[config.mk]
export PLATFORM = sky130hd
export DESIGN_NAME = pkt_fifo
export DESIGN_NICKNAME = d
export VERILOG_FILES = /design/src/rtl/pkt_fifo_pkg.sv /design/src/rtl/pkt_fifo_occ.sv /design/src/rtl/pkt_fifo_store.sv /design/src/rtl/pkt_fifo_irq.sv /design/src/rtl/pkt_fifo.sv
export SDC_FILE = /design/constraint.sdc
export NUM_CORES = 1
export LEC_CHECK = 0
export ABC_CLOCK_PERIOD_IN_PS = 3520
export BUFFER_PORTS_ARGS = -buffer_cell sky130_fd_sc_hd__buf_4
export CORE_AREA = 5 5 297 371
export CTS_BUF_LIST = sky130_fd_sc_hd__clkbuf_16
export CTS_CLUSTER_DIAMETER = 80
export DETAILED_ROUTE_END_ITERATION = 7
export DIE_AREA = 0 0 302 376
export SYNTH_ARGS = -nofsm -noshare
export SYNTH_HDL_FRONTEND = slang
export SYNTH_HIERARCHICAL = 1
export SYNTH_SLANG_ARGS = --single-unit
[constraint.sdc]
create_clock -name clk -period 3.52 [get_ports clk]
set_clock_uncertainty 0.1 [all_clocks]
set_input_delay 0.176 -clock clk [delete_from_list [all_inputs] [get_ports clk]]
set_output_delay 0.176 -clock clk [all_outputs]
set_load 0.03 [all_outputs]
[src/rtl/pkt_fifo_pkg.sv]
package pkt_fifo_pkg;

    localparam int BYTE_W  = 8;
    localparam int NSRC    = 3;
    localparam int SRC_THR = 0;
    localparam int SRC_ERR = 1;
    localparam int SRC_EOP = 2;

    typedef enum logic [1:0] {
        ST_EMPTY = 2'd0,
        ST_PART  = 2'd1,
        ST_FULL  = 2'd2
    } occ_state_e;

    typedef struct packed {
        logic              last;
        logic [BYTE_W-1:0] data;
    } entry_t;

endpackage

[src/rtl/pkt_fifo_occ.sv]
module pkt_fifo_occ
    import pkt_fifo_pkg::*;
#(
    parameter int DEPTH = 128,
    localparam int AW = $clog2(DEPTH),
    localparam int CW = $clog2(DEPTH + 1)
) (
    input  logic          clk,
    input  logic          rst_n,
    input  logic          wr_req,
    input  logic          rd_req,
    output logic          wr_ok,
    output logic          rd_ok,
    output logic [AW-1:0] wptr,
    output logic [AW-1:0] rptr,
    output logic [CW-1:0] count,
    output logic          full,
    output logic          empty
);

    localparam logic [AW-1:0] PTR_LAST  = AW'(DEPTH - 1);
    localparam logic [CW-1:0] CNT_NEAR  = CW'(DEPTH - 1);
    localparam logic [CW-1:0] CNT_ONE   = CW'(1);

    occ_state_e state_q, state_d;
    logic [CW-1:0] count_q;
    logic [AW-1:0] wptr_q, rptr_q;

    // state register
    always_ff @(posedge clk) begin
        if (!rst_n) state_q <= ST_EMPTY;
        else        state_q <= state_d;
    end

    // next-state logic
    always_comb begin
        state_d = state_q;
        unique case (state_q)
            ST_EMPTY: begin
                if (wr_ok) state_d = ST_PART;            // fill_first
            end
            ST_PART: begin
                if (wr_ok && !rd_ok && count_q == CNT_NEAR)
                    state_d = ST_FULL;                   // fill_last
                else if (rd_ok && !wr_ok && count_q == CNT_ONE)
                    state_d = ST_EMPTY;                  // drain_last
            end
            ST_FULL: begin
                if (rd_ok) state_d = ST_PART;            // drain_first
            end
            default: state_d = ST_EMPTY;
        endcase
    end

    // outputs decoded from state
    always_comb begin
        full  = (state_q == ST_FULL);
        empty = (state_q == ST_EMPTY);
        wr_ok = wr_req && (state_q != ST_FULL);
        rd_ok = rd_req && (state_q != ST_EMPTY);
    end

    always_ff @(posedge clk) begin
        if (!rst_n) begin
            count_q <= '0;
            wptr_q  <= '0;
            rptr_q  <= '0;
        end else begin
            if (wr_ok && !rd_ok)      count_q <= count_q + 1'b1;
            else if (rd_ok && !wr_ok) count_q <= count_q - 1'b1;
            if (wr_ok) wptr_q <= (wptr_q == PTR_LAST) ? '0 : wptr_q + 1'b1;
            if (rd_ok) rptr_q <= (rptr_q == PTR_LAST) ? '0 : rptr_q + 1'b1;
        end
    end

    assign count = count_q;
    assign wptr  = wptr_q;
    assign rptr  = rptr_q;

endmodule

[src/rtl/pkt_fifo_store.sv]
module pkt_fifo_store
    import pkt_fifo_pkg::*;
#(
    parameter int DEPTH = 128,
    localparam int AW = $clog2(DEPTH)
) (
    input  logic              clk,
    input  logic              rst_n,
    input  logic              wr_ok,
    input  logic [AW-1:0]     wptr,
    input  entry_t            wr_entry,
    input  logic              rd_ok,
    input  logic [AW-1:0]     rptr,
    output logic              head_last,
    output entry_t            rd_entry
);

    entry_t mem [DEPTH];
    entry_t rd_q;

    always_ff @(posedge clk) begin
        if (wr_ok) mem[wptr] <= wr_entry;
    end

    // output register holds its value when no read is accepted
    always_ff @(posedge clk) begin
        if (!rst_n)     rd_q <= '0;
        else if (rd_ok) rd_q <= mem[rptr];
    end

    assign head_last = mem[rptr].last;
    assign rd_entry  = rd_q;

endmodule

[src/rtl/pkt_fifo_irq.sv]
module pkt_fifo_irq
    import pkt_fifo_pkg::*;
#(
    parameter int DEPTH = 128,
    parameter int STEP  = 16,
    parameter int TW    = 3,
    localparam int CW = $clog2(DEPTH + 1)
) (
    input  logic            clk,
    input  logic            rst_n,
    input  logic            tx_mode,
    input  logic [TW-1:0]   thr_code,
    input  logic [CW-1:0]   count,
    input  logic            err_ev,
    input  logic            eop_ev,
    input  logic [NSRC-1:0] clr,
    input  logic [NSRC-1:0] src_en,
    input  logic            glb_en,
    output logic            thr_hit,
    output logic [NSRC-1:0] flags,
    output logic            irq
);

    logic [CW-1:0]   thr_val;
    logic [NSRC-1:0] ev;

    always_comb begin
        thr_val = CW'((32'(thr_code) + 32'd1) * 32'(STEP));
        thr_hit = tx_mode ? (count <= thr_val) : (count >= thr_val);
        ev          = '0;
        ev[SRC_THR] = thr_hit;
        ev[SRC_ERR] = err_ev;
        ev[SRC_EOP] = eop_ev;
    end

    for (genvar i = 0; i < NSRC; i++) begin : g_src
        logic f_q;
        always_ff @(posedge clk) begin
            if (!rst_n)     f_q <= 1'b0;
            else if (clr[i]) f_q <= 1'b0;
            else if (ev[i])  f_q <= 1'b1;
        end
        assign flags[i] = f_q;
    end

    assign irq = glb_en && |(flags & src_en);

endmodule

[src/rtl/pkt_fifo.sv]
module pkt_fifo
    import pkt_fifo_pkg::*;
#(
    parameter int DEPTH = 128,
    parameter int STEP  = 16,
    parameter int TW    = 3,
    localparam int AW = $clog2(DEPTH),
    localparam int CW = $clog2(DEPTH + 1)
) (
    input  logic              clk,
    input  logic              rst_n,
    input  logic              tx_mode,
    input  logic [TW-1:0]     thr_code,
    input  logic              irq_glb_en,
    input  logic [NSRC-1:0]   irq_src_en,
    input  logic [NSRC-1:0]   irq_clr,
    input  logic              wr_en,
    input  logic [BYTE_W-1:0] wr_data,
    input  logic              wr_last,
    input  logic              rd_en,
    output logic [BYTE_W-1:0] rd_data,
    output logic              rd_last,
    output logic [CW-1:0]     fill_cnt,
    output logic              full,
    output logic              empty,
    output logic              thr_hit,
    output logic [NSRC-1:0]   irq_flags,
    output logic              irq
);

    logic          wr_ok, rd_ok, head_last;
    logic [AW-1:0] wptr, rptr;
    entry_t        wr_entry, rd_entry;
    logic          err_ev, eop_ev;

    pkt_fifo_occ #(.DEPTH(DEPTH)) u_occ (
        .clk   (clk),
        .rst_n (rst_n),
        .wr_req(wr_en),
        .rd_req(rd_en),
        .wr_ok (wr_ok),
        .rd_ok (rd_ok),
        .wptr  (wptr),
        .rptr  (rptr),
        .count (fill_cnt),
        .full  (full),
        .empty (empty)
    );

    assign wr_entry = '{last: wr_last, data: wr_data};

    pkt_fifo_store #(.DEPTH(DEPTH)) u_store (
        .clk      (clk),
        .rst_n    (rst_n),
        .wr_ok    (wr_ok),
        .wptr     (wptr),
        .wr_entry (wr_entry),
        .rd_ok    (rd_ok),
        .rptr     (rptr),
        .head_last(head_last),
        .rd_entry (rd_entry)
    );

    assign rd_data = rd_entry.data;
    assign rd_last = rd_entry.last;

    always_comb begin
        err_ev = (wr_en && full) || (rd_en && empty);
        eop_ev = tx_mode ? (rd_ok && head_last) : (wr_ok && wr_last);
    end

    pkt_fifo_irq #(.DEPTH(DEPTH), .STEP(STEP), .TW(TW)) u_irq (
        .clk     (clk),
        .rst_n   (rst_n),
        .tx_mode (tx_mode),
        .thr_code(thr_code),
        .count   (fill_cnt),
        .err_ev  (err_ev),
        .eop_ev  (eop_ev),
        .clr     (irq_clr),
        .src_en  (irq_src_en),
        .glb_en  (irq_glb_en),
        .thr_hit (thr_hit),
        .flags   (irq_flags),
        .irq     (irq)
    );

endmodule

==> summary.txt, run 1 <==
Run status
  – Status: complete, no violations

Layout
  – Share of cells above drive strength 1: 0.231
  – Syn-to-layout area delta: 14.5%
  – Final nets: 2820

Logic synthesis
  – Mean Syn Cell Area: 18.8 um2
  – Area contributors post-synth: edfxtp_1 73%, mux4_2 9.5%, mux2i_1 3.8%, dfxtp_1 1.5%, nor2_1 1.4%
  – Mapped Area: 0.0474 mm2
  – Synth Warn #: 6
  – Number of enable flip-flop cells after synthesis: 1152
  – Syn nets: 2557
  – Main synth FF type: edfxtp_1
  – Count leader, synth: edfxtp_1
  – Syn Inst Count: 2521
  – Synthesized flop and latch total: 1188
  – Post-synthesis cell type count: 71
  – Post-synth top area share: 0.729
  – FFs w/ async S/R, synth: 0
  – Leading area contributor after synthesis: edfxtp_1
  – Post-synth top cells: 1152 x edfxtp_1, 201 x mux4_2, 182 x mux2i_1
  – Sequential area share after synthesis: 0.745

Global route
  – Largest net degree at the start of global routing: 129
  – Gr ovfl total: 0
  – Global Route Usage Sum: 0.218
  – First-pass GRT wire length: 180000 um
  – Initial antenna violation count: 1
  – Vias in the first global route: 25800

Power
  – Leakage dissipation: 17.1 nW
  – Tot Pwr: 28.6 mW
  – PD cells: 527 mW/mm2
  – Worst VDD drop: 0.414 mV

Placed design
  – Gpl congestion: 0.904
  – Port bufs: 47
  – Hpwl dp: 80000 um

Setup path
  – WP data arrival: 3710 ps
  – Slowest stage delay, CP: 830 ps
  – R2r setup slk: 360 ps
  – CP Launch Type: flop
  – Reg2Reg Depth: 7
  – R2R Path Start: u_occ/rptr[0]
  – CP Capture Type: flop
  – Critical path required time: 4070 ps
  – Crit-path cells: buf_4 -> mux2i_1 -> o221ai_1 -> o22ai_1 -> nor3_1 -> o32ai_1 -> nor3_1
  – Slowest CP cell: nor3_1
  – Kind of critical path: flop to flop
  – Crit-path max FO: 34
  – Worst R2R End: u_store/rd_entry[4]
  – Most used cell, CP: nor3_1

STA
  – RSZ-0062 raised after global routing: false
  – Final setup violation count: 0
  – Final Hold Fails: 0
  – Final worst path period share: 0.899
  – Rel. slew slack: 0.168
  – Shortest clock period the worst path allows after layout: 3160 ps
  – Slew @ Worst Pin: 1250 ps
  – Final Max Slew Viols: 0
  – Setup TNS: 0 ps
  – Max Fclk: 0.316 GHz

Detailed routing
  – Vias per cell: 5.94
  – Routed len/inst: 28.9 um
  – Remaining DRCs: 0
  – DRT Wirelength: 125000 um
  – Detailed Routing Iterations Pass 1: 6
  – DR vias: 25600
  – Post-DRT Antenna Nets: 0
  – Initial DRC count: 2639

Floorplan
  – Die Y: 376 um
  – Num rows: 134
  – Initial Utilization: 0.446
  – Ports: 48
  – Die W: 302 um
  – Core box area: 0.106 mm2
  – DIE AREA: 0.114 mm2

Clock network
  – H-Tree Depth: 3
  – Skew-Pair Late Insertion Delay: 720 ps
  – Clock Tree Buf Depth: 3
  – Worst-path clk slew: 60 ps
  – Sinks on the clock net: 1188
  – Root Buffer: clkbuf_16
  – Num CTS Buffers: 109
  – Setup bufs post-CTS: 0
  – TritonCTS clock tree: built

Hold path
  – Hold path start: wr_data[7]
  – Hold Crit Depth: 1
  – Kind of path behind the tightest hold check: input port to flop
  – Worst Hold End: u_store/mem[1][7]

Job
  – Max-cap violations: 0
## placed cells by master (no fill, tap or decap), types with 12 or more instances in the layout
cell	instances
ha_1	12
mux2i_1	182
nand2_1	77
dlygate4sd3_1	17
clkbuf_16	110
mux4_2	201
nor3_1	40
dfxtp_1	31
and2_1	14
buf_4	265
o22ai_1	34
nand3_1	38
nor2_1	181
o221ai_1	60
a21oi_1	51
clkinv_2	16
o21ai_0	49
nor2b_1	18
a21o_1	20
a211oi_1	47
inv_1	35
clkinv_1	33
buf_12	17
edfxtp_1	1152
mux2_2	13
## how the worst max path moves through the flow
stage	slack, ps	start	endpoint	depth (start not counted)
final	360	u_occ/rptr[0]	u_store/rd_entry[4]	7
after global routing	240	u_occ/rptr[0]	u_irq/g_src[2].f_q	11
after CTS	420	u_occ/rptr[0]	u_store/rd_entry[4]	7
after detailed placement	440	u_occ/rptr[0]	u_store/rd_entry[4]	7
after global placement	410	u_occ/rptr[0]	u_store/rd_entry[4]	7
after floorplan	920	u_occ/state_q[0]	u_store/mem[30][0]	9
## worst max-delay path, delay by kind of cell (launching register included)
kind / cells / cell delay [ps]
buf+inv: 1 / 570
mux: 1 / 190
flops: 1 / 460
simple gates: 2 / 1020
compound gates: 3 / 700
## registers in the layout, summed over array words and instances (netlist names)
name              flops
u_occ/state_q         2
u_occ/rptr            7
u_irq/g_src.f_q       3
u_store/mem        1152
u_occ/wptr            7
u_store/rd_entry      9
u_occ/count           8
## per-stage QoR
step                       util  setup slack (ps)  instance area (um2)  std cells  hold WS (ps)
after global placement    0.476               414                50600       4084           239
after floorplan               -               920                47400       2521           147
after detailed placement  0.476               445                50600       4084           245
after global routing      0.511               239                54300       4304          60.4
final                     0.511               357                54300       4307          36.3
after CTS                 0.511               424                54300       4304          24.6
## power breakdown
part	leakage [nW]	switching [mW]	internal (mW)
sequential	10.7	0.0717	15.5
clock	1.80	5.17	6.49
combinational	4.68	0.826	0.514
total	17.1	6.06	22.5
## kinds of logic (layout without fill, tap and decap cells)
family | Yosys count | count (layout) | synth area share
AOI/OAI and AO/OA | 316 | 316 | 0.0468
buffers and inverters | 161 | 516 | 0.0208
DFF | 1188 | 1188 | 0.745
other | 0 | 3 | 0
xor gates and xnor gates | 16 | 16 | 0.00295
muxes | 402 | 402 | 0.140
adders and majority gates | 12 | 12 | 0.00317
and+or+nand+nor | 426 | 426 | 0.0415
## layout make-up
cell class                 instances  area [um2]
antenna                            3        7.51
clock buffer                     110        2750
clock inverter                    93         754
fill                            8579       52000
inverter                          14        52.6
multi-input combinational       1172       11100
sequential                      1188       35300
tap                             1428        1790
timing repair buffer             299        2500
## layer usage
metal | track usage | share of wire
met1 | 0.276 | 0.38
met2 | 0.382 | 0.52
met3 | 0.0342 | 0.061
met4 | 0.0797 | 0.038
met5 | 0 | 0
## what timing repair did
action | 4_1_cts | 5_1_grt
hold buffers | 17 | 0
endpoints found under the hold margin | 330 | 0
resized for setup | 0 | 0
Note: power is estimated with default switching activity, not from simulation.
==> run 2, diff against run 1 <==
--- a/config.mk
+++ b/config.mk
@@ -5,13 +5,15 @@
 export SDC_FILE = /design/constraint.sdc
 export NUM_CORES = 1
 export LEC_CHECK = 0
+export ABC_AREA = 1
 export ABC_CLOCK_PERIOD_IN_PS = 3520
 export BUFFER_PORTS_ARGS = -buffer_cell sky130_fd_sc_hd__buf_4
-export CORE_AREA = 5 5 297 371
+export CAP_MARGIN = 20
+export CORE_AREA = 5 5 302 378
 export CTS_BUF_LIST = sky130_fd_sc_hd__clkbuf_16
 export CTS_CLUSTER_DIAMETER = 80
 export DETAILED_ROUTE_END_ITERATION = 7
-export DIE_AREA = 0 0 302 376
+export DIE_AREA = 0 0 307 383
 export SYNTH_ARGS = -nofsm -noshare
 export SYNTH_HDL_FRONTEND = slang
 export SYNTH_HIERARCHICAL = 1
==> run 2 against run 1 <==
  * Via count increased by 28%
  * Power rose by 3.3%
  * First-iteration DRC count rose by 42%
  * Largest power group unchanged
  * Highest routed layer unchanged
==> summary.txt, run 2 <==
Global route
  – First-pass GRT wire length: 200000 um (was 180000 um)
  – Initial antenna violation count: 3 (was 1)
  – Largest net degree at the start of global routing: 206 (was 129)
  – Global Route Usage Sum: 0.221 (was 0.218)
  – Vias in the first global route: 31800 (was 25800)
  – Gr ovfl total: 0 (unchanged)

Setup path
  – Crit-path max FO: 205 (was 34)
  – CP Launch Point: u_occ/rptr[0] (unchanged)
  – Worst R2R End: u_irq/g_src[2].f_q (was u_store/rd_entry[4])
  – Reg2Reg Depth: 16 (was 7)
  – R2R Path Start: u_occ/rptr[0] (unchanged)
  – Kind of critical path: flop to flop (unchanged)
  – WP data arrival: 3600 ps (was 3710 ps)
  – R2r setup slk: 410 ps (was 360 ps)
  – Critical path required time: 4010 ps (was 4070 ps)
  – CP Launch Type: flop (unchanged)
  – CP Capture Type: flop (unchanged)

Layout
  – Most frequent cells in the layout: 1314 x nand2_1, 1152 x edfxtp_1, 1117 x nand3_1 (was 1152 x edfxtp_1, 265 x buf_4, 201 x mux4_2)
  – Max reg flops: 1152 (unchanged)
  – Fillers: 9550 (was 8579)
  – Top reg by flops: u_store/mem (unchanged)
  – Final nets: 4374 (was 2820)
  – Commonest non-fill, non-tap cell in the layout: nand2_1 (was edfxtp_1)
  – Share of cells above drive strength 1: 0.103 (was 0.231)
  – Non-filler cells in the finished layout: 5885 (was 4307)
  – Syn-to-layout area delta: 12.7% (was 14.5%)

Logic synthesis
  – Sequential area share after synthesis: 0.719 (was 0.745)
  – Synthesized flop and latch total: 1188 (unchanged)
  – Synth Warn #: 6 (unchanged)
  – Post-synthesis cell type count: 36 (was 71)
  – Count leader, synth: nand2_1 (was edfxtp_1)
  – Mapped Area: 0.0491 mm2 (was 0.0474 mm2)
  – Number of enable flip-flop cells after synthesis: 1152 (unchanged)
  – Leading area contributor after synthesis: edfxtp_1 (unchanged)
  – Main synth FF type: edfxtp_1 (unchanged)
  – Area contributors post-synth: edfxtp_1 70%, nand3_1 11%, nand2_1 10%, dfxtp_1 1.5%, nor2_1 1.3% (was edfxtp_1 73%, mux4_2 9.5%, mux2i_1 3.8%, dfxtp_1 1.5%, nor2_1 1.4%)
  – Post-synth top cells: 1314 x nand2_1, 1152 x edfxtp_1, 1117 x nand3_1 (was 1152 x edfxtp_1, 201 x mux4_2, 182 x mux2i_1)
  – Mean Syn Cell Area: 11.7 um2 (was 18.8 um2)
  – FFs w/ async S/R, synth: 0 (unchanged)
  – Syn Inst Count: 4212 (was 2521)
  – Post-synth top area share: 0.705 (was 0.729)
  – Syn nets: 4248 (was 2557)

Clock network
  – Worst-path clk slew: 70 ps (was 60 ps)
  – Setup bufs post-CTS: 0 (unchanged)
  – Skew-Pair Late Insertion Delay: 720 ps (about the same)
  – TritonCTS clock tree: built (unchanged)
  – Sinks on the clock net: 1188 (unchanged)
  – Root Buffer: clkbuf_16 (unchanged)
  – Num CTS Buffers: 111 (was 109)
  – H-Tree Depth: 3 (unchanged)
  – Clock Tree Buf Depth: 3 (unchanged)
  – CTS resizes: 0 (unchanged)

Job
  – Max-cap violations: 0 (unchanged)

Detailed routing
  – Initial DRC count: 3747 (was 2639)
  – Vias per cell: 5.54 (was 5.94)
  – DR vias: 32600 (was 25600)
  – Detailed Routing Iterations Pass 1: 6 (unchanged)
  – DRT Wirelength: 132000 um (was 125000 um)
  – Routed len/inst: 22.5 um (was 28.9 um)
  – Post-DRT Antenna Nets: 0 (unchanged)
  – Remaining DRCs: 0 (unchanged)

Power
  – Clock group share of total power: 0.409 (was 0.407)
  – Switching power: 6.69 mW (was 6.06 mW)
  – Comb pwr share: 0.063 (was 0.047)
  – Seq pwr share: 0.528 (was 0.546)
  – PD cells: 534 mW/mm2 (was 527 mW/mm2)
  – Int Power: 22.9 mW (was 22.5 mW)
  – Leakage dissipation: 19.7 nW (was 17.1 nW)
  – Net Sw Frac: 0.226 (was 0.212)
  – Worst VDD drop: 0.390 mV (was 0.414 mV)
  – Tot Pwr: 29.5 mW (was 28.6 mW)

Hold path
  – Hold Crit Depth: 1 (unchanged)
  – Kind of path behind the tightest hold check: input port to flop (unchanged)
  – Hold path start: wr_data[4] (was wr_data[7])
  – Worst Hold End: u_store/mem[94][4] (was u_store/mem[1][7])

Placed design
  – Gpl congestion: 0.861 (was 0.904)
  – Port bufs: 47 (unchanged)
  – Placed insts: 5657 (was 4084)
  – Hpwl dp: 78000 um (was 80000 um)

Run status
  – Status: complete, no violations (unchanged)

STA
  – Max Fclk: 0.322 GHz (was 0.316 GHz)
  – Rel. slew slack: 0.325 (was 0.168)
  – Setup TNS: 0 ps (unchanged)
  – Slew @ Worst Pin: 1010 ps (was 1250 ps)
  – Final worst path period share: 0.883 (was 0.899)
  – Final Max Slew Viols: 0 (unchanged)
  – Final Hold Fails: 0 (unchanged)
  – RSZ-0062 raised after global routing: false (unchanged)
  – Shortest clock period the worst path allows after layout: 3110 ps (was 3160 ps)
  – Final setup violation count: 0 (unchanged)

Floorplan
  – Initial Utilization: 0.447 (was 0.446)
  – Num rows: 136 (was 134)
  – DIE AREA: 0.118 mm2 (was 0.114 mm2)
  – Die Y: 383 um (was 376 um)
  – Die W: 307 um (was 302 um)
  – Core box area: 0.110 mm2 (was 0.106 mm2)
  – Ports: 48 (unchanged)
[run 2: changes by cell type after synthesis, sizes merged, moves of 60 or more]
cell    before   now
nand3       38  1119
mux2i      182     0
o221ai      60     0
mux4       207     0
nand2       80  1317
buf         82   223
[run 2: timing repair]
action,in CTS,in global routing
endpoints found under the hold margin,281,0
hold buffers,17,0
setup endpoints to repair,0,0
[run 2: final cells by class]
| class | instances | area (um2) | area share |
|---|---|---|---|
| well taps | 1449 | 1810 | 0.0328 |
| repair buffers | 276 | 2400 | 0.0434 |
| clock buffers | 114 | 2850 | 0.0515 |
| inverters | 62 | 273 | 0.00493 |
| clock inverters | 96 | 811 | 0.0146 |
| multi-input cells | 2699 | 11900 | 0.214 |
| flip-flops and latches | 1188 | 35300 | 0.638 |
| diodes | 1 | 2.50 | 0.0000452 |
[run 2: kinds of logic after synthesis]
| kind of cell | after synthesis | synth area share |
|---|---|---|
| compound gates | 53 | 0.00640 |
| xor+xnor | 5 | 0.000892 |
| simple gates | 2629 | 0.231 |
| flops | 1188 | 0.719 |
| fa+ha+maj | 12 | 0.00306 |
| buf+inv | 325 | 0.0390 |
[run 2: power groups by stage]
stage               logic [mW]  registers, mW  clock network, mW
detailed placement        1.84           15.9                  0
CTS                       1.87           15.6               12.3
finish                    1.86           15.6               12.1
global placement          1.82           15.9                  0
global route              2.04           15.6               12.9
floorplan                 1.11           15.9                  0
[run 2: metrics by stage]
stage / hold WS, ps / utilization / worst slack [ps] / area [um2]
final: 28.7 / 0.504 / 410 / 55300
after global routing: 42.1 / 0.504 / 284 / 55300
after CTS: 7.50 / 0.504 / 491 / 55300
after detailed placement: 241 / 0.469 / 532 / 51500
after global placement: 239 / 0.469 / 519 / 51500
after floorplan: 153 / - / 1300 / 49100
[run 2: critical path, cell delays in order (launching register included)]
cell	delay, ps
dfxtp_4	540
clkinv_16	470
buf_12	410
nand2_1	110
nand3_1	70
nand3_1	110
nand3_1	80
nand2_1	110
nand2_1	90
nand3_1	90
nand3_1	80
nand2_1	240
inv_1	70
nand3_1	70
nand2_1	60
nor2_1	80
nor3_1	50
[run 2: worst max path at each step]
| stage | to | slack [ps] | cells past startpoint |
|---|---|---|---|
| after floorplan | u_store/mem[105][0] | 1300 | 8 |
| after CTS | u_store/rd_entry[7] | 490 | 12 |
| after global routing | u_irq/g_src[2].f_q | 280 | 16 |
| final | u_irq/g_src[2].f_q | 410 | 16 |
| after detailed placement | u_store/rd_entry[2] | 530 | 12 |
| after global placement | u_irq/g_src[2].f_q | 520 | 16 |
[run 2: per-layer routing]
layer,vias to the layer above,part of all wire,GRT usage
met5,-,0,0
met4,0,0.027,0.0664
met3,183,0.059,0.0333
met2,1077,0.49,0.372
met1,16300,0.42,0.300
li1,15100,-,-
